## config.mk

```make
export PLATFORM = sky130hd
export DESIGN_NAME = acsr_top
export DESIGN_NICKNAME = d
export VERILOG_FILES = /design/src/rtl/acsr_pkg.sv /design/src/rtl/acsr_cfg.sv /design/src/rtl/acsr_flags.sv /design/src/rtl/acsr_stat.sv /design/src/rtl/acsr_top.sv
export SDC_FILE = /design/constraint.sdc
export NUM_CORES = 1
export LEC_CHECK = 0
export BUFFER_PORTS_ARGS = -buffer_cell sky130_fd_sc_hd__buf_2
export CORE_MARGIN = 2
export CORE_UTILIZATION = 36
export CTS_CLUSTER_DIAMETER = 30
export DETAILED_ROUTE_END_ITERATION = 16
export GPL_TIMING_DRIVEN = 0
export PLACE_DENSITY = 0.84
export SKIP_CTS_REPAIR_TIMING = 1
export SYNTH_ARGS = -nofsm -noshare
export SYNTH_HDL_FRONTEND = slang
export SYNTH_HIERARCHICAL = 1
export SYNTH_SLANG_ARGS = --single-unit
```

## constraint.sdc

```tcl
create_clock -name clk -period 1.3 [get_ports clk]
set_clock_uncertainty 0.15 [all_clocks]
set_input_delay 0.26 -clock clk [delete_from_list [all_inputs] [get_ports clk]]
set_output_delay 0.26 -clock clk [all_outputs]
set_load 0.02 [all_outputs]
```

## src/rtl/acsr_pkg.sv

```systemverilog
package acsr_pkg;

    localparam int REG_W     = 32;
    localparam int NUM_FLAGS = 4;

    localparam int B_RST     = 0;
    localparam int B_IEN     = 1;
    localparam int B_SRC     = 2;
    localparam int B_SWO     = 3;
    localparam int B_SWI     = 4;
    localparam int B_WEN     = 5;
    localparam int B_WPOL    = 6;
    localparam int B_WRSRC   = 7;
    localparam int B_RDSRC   = 9;
    localparam int B_FMODE   = 11;
    localparam int B_DSEL    = 12;
    localparam int B_MAA     = 23;
    localparam int B_FLAGS   = 24;
    localparam int B_ERR     = 29;
    localparam int B_RDY     = 30;
    localparam int B_DONE    = 31;

    typedef enum logic [1:0] {
        FL_CPH = 2'd0,
        FL_HSH = 2'd1,
        FL_GLS = 2'd2,
        FL_DMA = 2'd3
    } flag_idx_e;

    typedef struct packed {
        logic       dma_sel;
        logic [1:0] rd_src;
        logic [1:0] wr_src;
        logic       wait_pol;
        logic       wait_en;
        logic       swap_in;
        logic       swap_out;
        logic       src_sel;
        logic       irq_en;
    } cfg_t;

    function automatic cfg_t cfg_unpack(input logic [REG_W-1:0] w);
        cfg_t c;
        c.irq_en   = w[B_IEN];
        c.src_sel  = w[B_SRC];
        c.swap_out = w[B_SWO];
        c.swap_in  = w[B_SWI];
        c.wait_en  = w[B_WEN];
        c.wait_pol = w[B_WPOL];
        c.wr_src   = w[B_WRSRC +: 2];
        c.rd_src   = w[B_RDSRC +: 2];
        c.dma_sel  = w[B_DSEL];
        return c;
    endfunction

    function automatic logic [REG_W-1:0] cfg_pack(input cfg_t c);
        logic [REG_W-1:0] w;
        w              = '0;
        w[B_IEN]       = c.irq_en;
        w[B_SRC]       = c.src_sel;
        w[B_SWO]       = c.swap_out;
        w[B_SWI]       = c.swap_in;
        w[B_WEN]       = c.wait_en;
        w[B_WPOL]      = c.wait_pol;
        w[B_WRSRC +: 2] = c.wr_src;
        w[B_RDSRC +: 2] = c.rd_src;
        w[B_DSEL]      = c.dma_sel;
        return w;
    endfunction

endpackage

```

## src/rtl/acsr_cfg.sv

```systemverilog
module acsr_cfg
    import acsr_pkg::*;
(
    input  logic             clk,
    input  logic             rst,
    input  logic             wr,
    input  logic [B_DSEL:0]  wbits,
    output cfg_t             cfg,
    output logic             flag_mode,
    output logic             soft_rst
);

    always_ff @(posedge clk) begin
        if (rst) begin
            cfg       <= '0;
            flag_mode <= 1'b0;
            soft_rst  <= 1'b0;
        end else begin
            soft_rst <= wr & wbits[B_RST] & ~soft_rst;
            if (wr) begin
                cfg <= cfg_unpack({{(REG_W-B_DSEL-1){1'b0}}, wbits});
            end
            if (soft_rst) begin
                flag_mode <= 1'b0;
            end else if (wr && wbits[B_FMODE]) begin
                flag_mode <= 1'b1;
            end
        end
    end

endmodule

```

## src/rtl/acsr_flags.sv

```systemverilog
module acsr_flags
    import acsr_pkg::*;
#(
    parameter int N = NUM_FLAGS
) (
    input  logic         clk,
    input  logic         rst,
    input  logic [N-1:0] set_pulse,
    input  logic         wr,
    input  logic [N-1:0] wval,
    input  logic         w1c_mode,
    input  logic         clr_all,
    output logic [N-1:0] flags
);

    for (genvar i = 0; i < N; i++) begin : g_flag
        always_ff @(posedge clk) begin
            if (rst) begin
                flags[i] <= 1'b0;
            end else if (set_pulse[i]) begin
                flags[i] <= 1'b1;
            end else if (clr_all) begin
                flags[i] <= 1'b0;
            end else if (wr) begin
                flags[i] <= w1c_mode ? (flags[i] & ~wval[i]) : wval[i];
            end
        end
    end

endmodule

```

## src/rtl/acsr_stat.sv

```systemverilog
module acsr_stat
    import acsr_pkg::*;
(
    input  logic                 clk,
    input  logic                 rst,
    input  logic                 bus_err,
    input  logic                 soft_rst,
    input  logic [NUM_FLAGS-1:0] flags,
    input  logic                 maa_done,
    input  logic                 dma_sel,
    input  logic                 irq_en,
    output logic                 err,
    output logic                 agg_done,
    output logic                 irq
);

    always_ff @(posedge clk) begin
        if (rst) begin
            err <= 1'b0;
        end else if (bus_err) begin
            err <= 1'b1;
        end else if (soft_rst) begin
            err <= 1'b0;
        end
    end

    always_comb begin
        agg_done = flags[FL_CPH] | flags[FL_HSH] | flags[FL_GLS] | maa_done
                 | (flags[FL_DMA] & dma_sel);
        irq      = irq_en & (agg_done | err);
    end

endmodule

```

## src/rtl/acsr_top.sv

```systemverilog
module acsr_top
    import acsr_pkg::*;
(
    input  logic        clk,
    input  logic        rst,
    input  logic        reg_wr_i,
    input  logic [31:0] reg_wdata_i,
    output logic [31:0] reg_rdata_o,
    input  logic        cph_done_i,
    input  logic        hsh_done_i,
    input  logic        gls_done_i,
    input  logic        dma_done_i,
    input  logic        maa_stc_i,
    input  logic        dma_bus_err_i,
    input  logic        busy_i,
    output logic        soft_rst_o,
    output logic        irq_o,
    output logic        dma_stop_o,
    output logic        src_sel_o,
    output logic        swap_in_o,
    output logic        swap_out_o,
    output logic        wait_en_o,
    output logic        wait_pol_o,
    output logic [1:0]  wr_src_o,
    output logic [1:0]  rd_src_o
);

    cfg_t                 cfg;
    logic                 flag_mode;
    logic                 soft_rst;
    logic [NUM_FLAGS-1:0] flags;
    logic [NUM_FLAGS-1:0] set_vec;
    logic                 err;
    logic                 agg_done;
    logic                 maa_done;
    logic                 unused_wbits;

    assign unused_wbits = ^{reg_wdata_i[REG_W-1:B_FLAGS+NUM_FLAGS],
                            reg_wdata_i[B_FLAGS-1:B_DSEL+1]};

    acsr_cfg u_cfg (
        .clk       (clk),
        .rst       (rst),
        .wr        (reg_wr_i),
        .wbits     (reg_wdata_i[B_DSEL:0]),
        .cfg       (cfg),
        .flag_mode (flag_mode),
        .soft_rst  (soft_rst)
    );

    always_comb begin
        set_vec         = '0;
        set_vec[FL_CPH] = cph_done_i;
        set_vec[FL_HSH] = hsh_done_i;
        set_vec[FL_GLS] = gls_done_i;
        set_vec[FL_DMA] = dma_done_i;
    end

    acsr_flags #(.N(NUM_FLAGS)) u_flags (
        .clk       (clk),
        .rst       (rst),
        .set_pulse (set_vec),
        .wr        (reg_wr_i),
        .wval      (reg_wdata_i[B_FLAGS +: NUM_FLAGS]),
        .w1c_mode  (flag_mode),
        .clr_all   (soft_rst),
        .flags     (flags)
    );

    assign maa_done = ~maa_stc_i;

    acsr_stat u_stat (
        .clk      (clk),
        .rst      (rst),
        .bus_err  (dma_bus_err_i),
        .soft_rst (soft_rst),
        .flags    (flags),
        .maa_done (maa_done),
        .dma_sel  (cfg.dma_sel),
        .irq_en   (cfg.irq_en),
        .err      (err),
        .agg_done (agg_done),
        .irq      (irq_o)
    );

    always_comb begin
        reg_rdata_o                          = cfg_pack(cfg);
        reg_rdata_o[B_RST]                   = soft_rst;
        reg_rdata_o[B_FMODE]                 = flag_mode;
        reg_rdata_o[B_MAA]                   = maa_done;
        reg_rdata_o[B_FLAGS +: NUM_FLAGS]    = flags;
        reg_rdata_o[B_ERR]                   = err;
        reg_rdata_o[B_RDY]                   = ~busy_i;
        reg_rdata_o[B_DONE]                  = agg_done;
    end

    assign soft_rst_o = soft_rst;
    assign dma_stop_o = err;
    assign src_sel_o  = cfg.src_sel;
    assign swap_in_o  = cfg.swap_in;
    assign swap_out_o = cfg.swap_out;
    assign wait_en_o  = cfg.wait_en;
    assign wait_pol_o = cfg.wait_pol;
    assign wr_src_o   = cfg.wr_src;
    assign rd_src_o   = cfg.rd_src;

endmodule

```

# Word level (Yosys, flattened, before mapping)
# Cells that the tools add are included.
[classes]
bitwise_logic = 20
reduce_logical = 7
n_mux = 18
[ops]
columns = ["op", "n"]
rows = [
  ["$mux 1", 18],
  ["$reduce_bool 3->1", 4],
  ["$and 1x1->1", 8],
  ["$not 1->1", 7],
  ["$or 1x1->1", 5],
  ["$reduce_bool 2->1", 1],
  ["$reduce_or 2->1", 1],
  ["$logic_and 1x1->1", 1],
]
[totals]
inputBits = 42
ff_bits = 18

# Depth between registers and ports, before layout
[logic_depth]
depth_word = 6
depth_mapped = 4
ltp_nobuf = 3

# Hierarchy
# The synthesis kept the hierarchy.
[by_module_without_submodules]
columns = ["module", "cells_per_inst", "seq_area_each_um2", "n_inst", "area_each_um2"]
rows = [
  ["acsr_cfg", 42, 260.2, 1, 471.7],
  ["acsr_top", 28, 0.0, 1, 198.9],
  ["acsr_flags", 23, 80.1, 1, 197.7],
  ["acsr_stat", 9, 20.0, 1, 67.6],
]

# Worst setup path after synthesis
# OpenSTA, ideal clock, no wires.
[synth_timing]
path_type = "register -> output"
from = "register u_flags.flags[3]"
to = "output irq_o"
stages_incl_launch_ff = 3
arrival_time_ns = 0.927
required_time_ns = 0.890
setup_slack_ns = -0.037
path_cell_list = "dfxtp_1 -> a21oi_1 -> a21boi_1"
[synth_via]
elab_chain_cells = 4
[synth_lines]
columns = ["item", "line_no", "source"]
rows = [
  ["from (decl)", "acsr_flags.sv:13", "output logic [N-1:0] flags"],
  ["from (signal, indexed assignment)", "acsr_flags.sv:25", "flags[i] <= w1c_mode ? (flags[i] & ~wval[i]) : wval[i];"],
  ["$and 1x1->1", "acsr_stat.sv:29", "| (flags[FL_DMA] & dma_sel);"],
  ["$or 1x1->1", "acsr_stat.sv:29", ""],
  ["$or 1x1->1", "acsr_stat.sv:30", "irq = irq_en & (agg_done | err);"],
  ["$and 1x1->1", "acsr_stat.sv:30", ""],
  ["to (decl)", "acsr_top.sv:17", "output logic irq_o,"],
]
# No other way between the ends.

# Worst setup path in the final report
[layout_timing]
from = "register u_flags.flags[2]"
to = "output irq_o"
[layout_via]
elab_chain_cells = 5
[layout_lines]
columns = ["item", "line_no", "source"]
rows = [
  ["$or 1x1->1 (2 in a row)", "acsr_stat.sv:28", "agg_done = flags[FL_CPH] | flags[FL_HSH] | flags[FL_GLS] | maa_done"],
  ["$or 1x1->1", "acsr_stat.sv:29", ""],
  ["$or 1x1->1", "acsr_stat.sv:30", ""],
  ["$and 1x1->1", "acsr_stat.sv:30", ""],
]
# No other way between the ends.

==> load_flow_metrics.sql <==
INSERT INTO impl_metrics (metric_group, metric, value, unit) VALUES
('outcome', 'status', 'finished, violations left', ''),
('outcome', 'violations', 'negative setup slack', ''),
('final_layout', 'final_layout_size_suffix_gt1_frac', '0.618', ''),
('timing', 'max_freq', '607', 'MHz'),
('synth', 'syn_area', '936', 'µm²'),
('synth', 'yosysWarnings', '6', ''),
('routing', 'route.detailed.drc', '0', ''),
('setup_path', 'worst_path_dominant_cell_family', 'flip-flops', ''),
('floorplan', 'placementRows', '18', ''),
('synth', 'ys_seq_elements', '18', ''),
('routing', 'postRouteAntennaNets', '0', ''),
('clock_tree', 'tritoncts', 'yes', ''),
('final_layout', 'final_net_count', '208', ''),
('floorplan', 'chipHeight', '55.0', 'µm'),
('setup_path', 'buffers_inverters_on_critical_path', '1', ''),
('setup_path', 'cp.arrival', '1.24', 'ns'),
('power_and_ir_drop', 'cellLeakagePower', '0.747', 'nW'),
('final_layout', 'finalNonFillerCells', '195', ''),
('setup_path', 'r2r_slack', '0.14', 'ns'),
('hold_path', 'min-delay-path-class', 'input pin to register', ''),
('synth', 'post_synth.cell_area_avg', '9.18', 'µm²'),
('grt', 'via_count_of_the_first_global_routing_pass', '690', ''),
('power_and_ir_drop', 'internal_power', '944', 'µW'),
('clock_tree', 'worst_skew_pair.late_latency', '0.29', 'ns'),
('final_layout', 'antenna_cells_inserted', '0', ''),
('timing', 'fin_ws', '-0.348', 'ns'),
('power_and_ir_drop', 'ir_drop', '597', 'µV'),
('power_and_ir_drop', 'combPwrFrac', '0.283', ''),
('power_and_ir_drop', 'pwr-share-seq', '0.463', ''),
('setup_path', 'path_cells', 'nor4_4, a21boi_1, buf_2', ''),
('routing', 'routed_wirelength', '2110', 'µm'),
('grt', 'first_pass_grt_wire_length', '2910', 'µm'),
('place', 'detailed_place_hpwl', '1660', 'µm'),
('floorplan', 'start_util', '0.378', ''),
('power_and_ir_drop', 'clkPwrFrac', '0.255', ''),
('setup_path', 'crit_fanout', '3', ''),
('place', 'numPortBuffers', '59', ''),
('floorplan', 'io_pins', '86', ''),
('setup_path', 'worst_setup_path_start_kind', 'register', ''),
('timing', 'finalWorstPathRequiredPeriod', '1.65', 'ns'),
('place', 'post_dp_cell_area', '0.00131', 'mm²'),
('timing', 'hold-worst-slack', '0.0239', 'ns'),
('timing', 'layout_worst_path_cycle_share', '1.27', ''),
('place', 'dpl.cell_count', '201', ''),
('final_layout', 'layout-area-overhead-vs-synth', '48.5', '%'),
('power_and_ir_drop', 'power', '1.36', 'mW'),
('timing', 'grt_setup_unrepaired', 'true', ''),
('timing', 'finalSetupViolations', '2', ''),
('routing', 'routedWlPerCell', '10.8', 'µm'),
('clock_tree', 'clk_path_buf_depth', '2', ''),
('clock_tree', 'cts.root.buffer_cell', 'sky130_fd_sc_hd__clkbuf_4', ''),
('clock_tree', 'clkTransAtPathRegs', '0.10', 'ns'),
('timing', 'final-hold-violation-count', '0', ''),
('synth', 'yosys.area.top_type_share', '0.385', ''),
('routing', 'detailroute.via_count', '850', ''),
('synth', 'synth.yosys.seq_area_share', '0.385', ''),
('timing', 'final_max_slew_viol_count', '0', ''),
('routing', 'detail_route.vias_per_cell', '4.36', ''),
('power_and_ir_drop', 'power_density', '977', 'mW/mm²'),
('final_layout', 'post-route-util', '0.561', ''),
('synth', 'yosysUniqueCellTypes', '21', ''),
('place', 'gp_congestion', '0.683', ''),
('clock_tree', 'ctsHtreeMaxLevel', '1', ''),
('setup_path', 'worstSetupPathType', 'register to output port', ''),
('synth', 'synth.top_cells.by_area', 'sky130_fd_sc_hd__dfxtp_1, sky130_fd_sc_hd__buf_4, sky130_fd_sc_hd__mux2i_1', ''),
('final_layout', 'mostFrequentLayoutCells', 'sky130_fd_sc_hd__buf_2, sky130_fd_sc_hd__buf_6, sky130_fd_sc_hd__buf_4, sky130_fd_sc_hd__dfxtp_2', ''),
('floorplan', 'fp.dieArea', '0.00302', 'mm²'),
('final_layout', 'finalInstanceArea', '0.00139', 'mm²'),
('setup_path', 'critPathRequiredTime', '0.89', 'ns'),
('setup_path', 'delay_of_the_slowest_cell_on_the_worst_path', '0.37', 'ns'),
('final_layout', 'mostFrequentLayoutCell', 'sky130_fd_sc_hd__buf_2', '');
==> metal layers <==
| layer | vias up | global-route usage | share of wire | routed length [µm] |
|---|---|---|---|---|
| met5 | - | 0 | 0 | 0 |
| met4 | 0 | 0.0610 | 0.011 | 23 |
| met3 | 4 | 0.0457 | 0.11 | 238 |
| met2 | 49 | 0.226 | 0.48 | 1000 |
| met1 | 367 | 0.160 | 0.40 | 839 |
| li1 | 430 | - | - | - |
==> through the flow <==
step / setup slack (ns) / setup TNS [ns]
after global routing: -0.420 / -0.847
final: -0.348 / -0.669
after CTS: -0.483 / -1.75
after global placement: -0.226 / -0.358
after detailed placement: -0.226 / -0.359
after floorplan: -0.0366 / -0.0366
==> power by group through the flow <==
stage	clock network [mW]	registers [mW]	logic [mW]
after floorplan	0	0.669	0.216
after global placement	0	0.631	0.369
after detailed placement	0	0.632	0.373
after CTS	0.362	0.620	0.374
after global routing	0.392	0.636	0.418
final	0.346	0.628	0.384
==> flip-flops by register name (all words and copies together) (netlist names) <==
| signal | flops |
|---|---|
| u_cfg/cfg | 11 |
| u_flags/flags | 4 |
| u_cfg/flag_mode | 1 |
| u_cfg/soft_rst | 1 |
| u_stat/err | 1 |
==> final timing paths <==
check / start / end / depth (start not counted)
max reg2reg: u_cfg/flag_mode / u_flags/flags[2] / 4
min: reg_wdata_i[0] / u_cfg/soft_rst / 3
max: u_flags/flags[2] / irq_o / 3
min reg2reg: u_cfg/soft_rst / u_cfg/soft_rst / 1
==> worst reg2reg max path: stages (launching register included) <==
cell and delay [ns]:
sky130_fd_sc_hd__dfxtp_4 0.37, sky130_fd_sc_hd__buf_4 0.14, sky130_fd_sc_hd__nor2b_2 0.19, sky130_fd_sc_hd__a31oi_1 0.11, sky130_fd_sc_hd__a21oi_1 0.14
==> cell type report <==
type / instances / area [µm²]
clock buffer: 4 / 36.3
sequential: 18 / 389
buffer: 16 / 138
inverter: 5 / 20.0
fill: 262 / 1090
tap: 30 / 37.5
multi-input combinational: 61 / 378
timing repair buffer: 61 / 392
==> synth_stat cells <==
library cell	number
sky130_fd_sc_hd__nand2b_1	1
sky130_fd_sc_hd__buf_4	25
sky130_fd_sc_hd__mux2i_1	11
sky130_fd_sc_hd__buf_2	1
sky130_fd_sc_hd__conb_1	1
sky130_fd_sc_hd__nor3_2	1
sky130_fd_sc_hd__nor2_1	11
sky130_fd_sc_hd__buf_6	1
sky130_fd_sc_hd__nor2b_1	4
sky130_fd_sc_hd__nand2_1	3
sky130_fd_sc_hd__a31oi_1	4
sky130_fd_sc_hd__nor3_1	1
sky130_fd_sc_hd__a21boi_1	1
sky130_fd_sc_hd__nor2b_2	1
sky130_fd_sc_hd__a21oi_1	7
sky130_fd_sc_hd__buf_12	1
sky130_fd_sc_hd__inv_1	4
sky130_fd_sc_hd__clkinv_2	1
sky130_fd_sc_hd__o211ai_1	4
sky130_fd_sc_hd__nor4_2	1
sky130_fd_sc_hd__dfxtp_1	18
==> kinds of logic after synthesis <==
| kind of cell | Yosys count | share of synthesized area |
|---|---|---|
| other cells | 1 | 0.00401 |
| flops | 18 | 0.385 |
| buf+inv | 33 | 0.261 |
| mux | 11 | 0.118 |
| simple gates | 23 | 0.128 |
| compound gates | 16 | 0.104 |
Power figures use the tool's default switching activity.
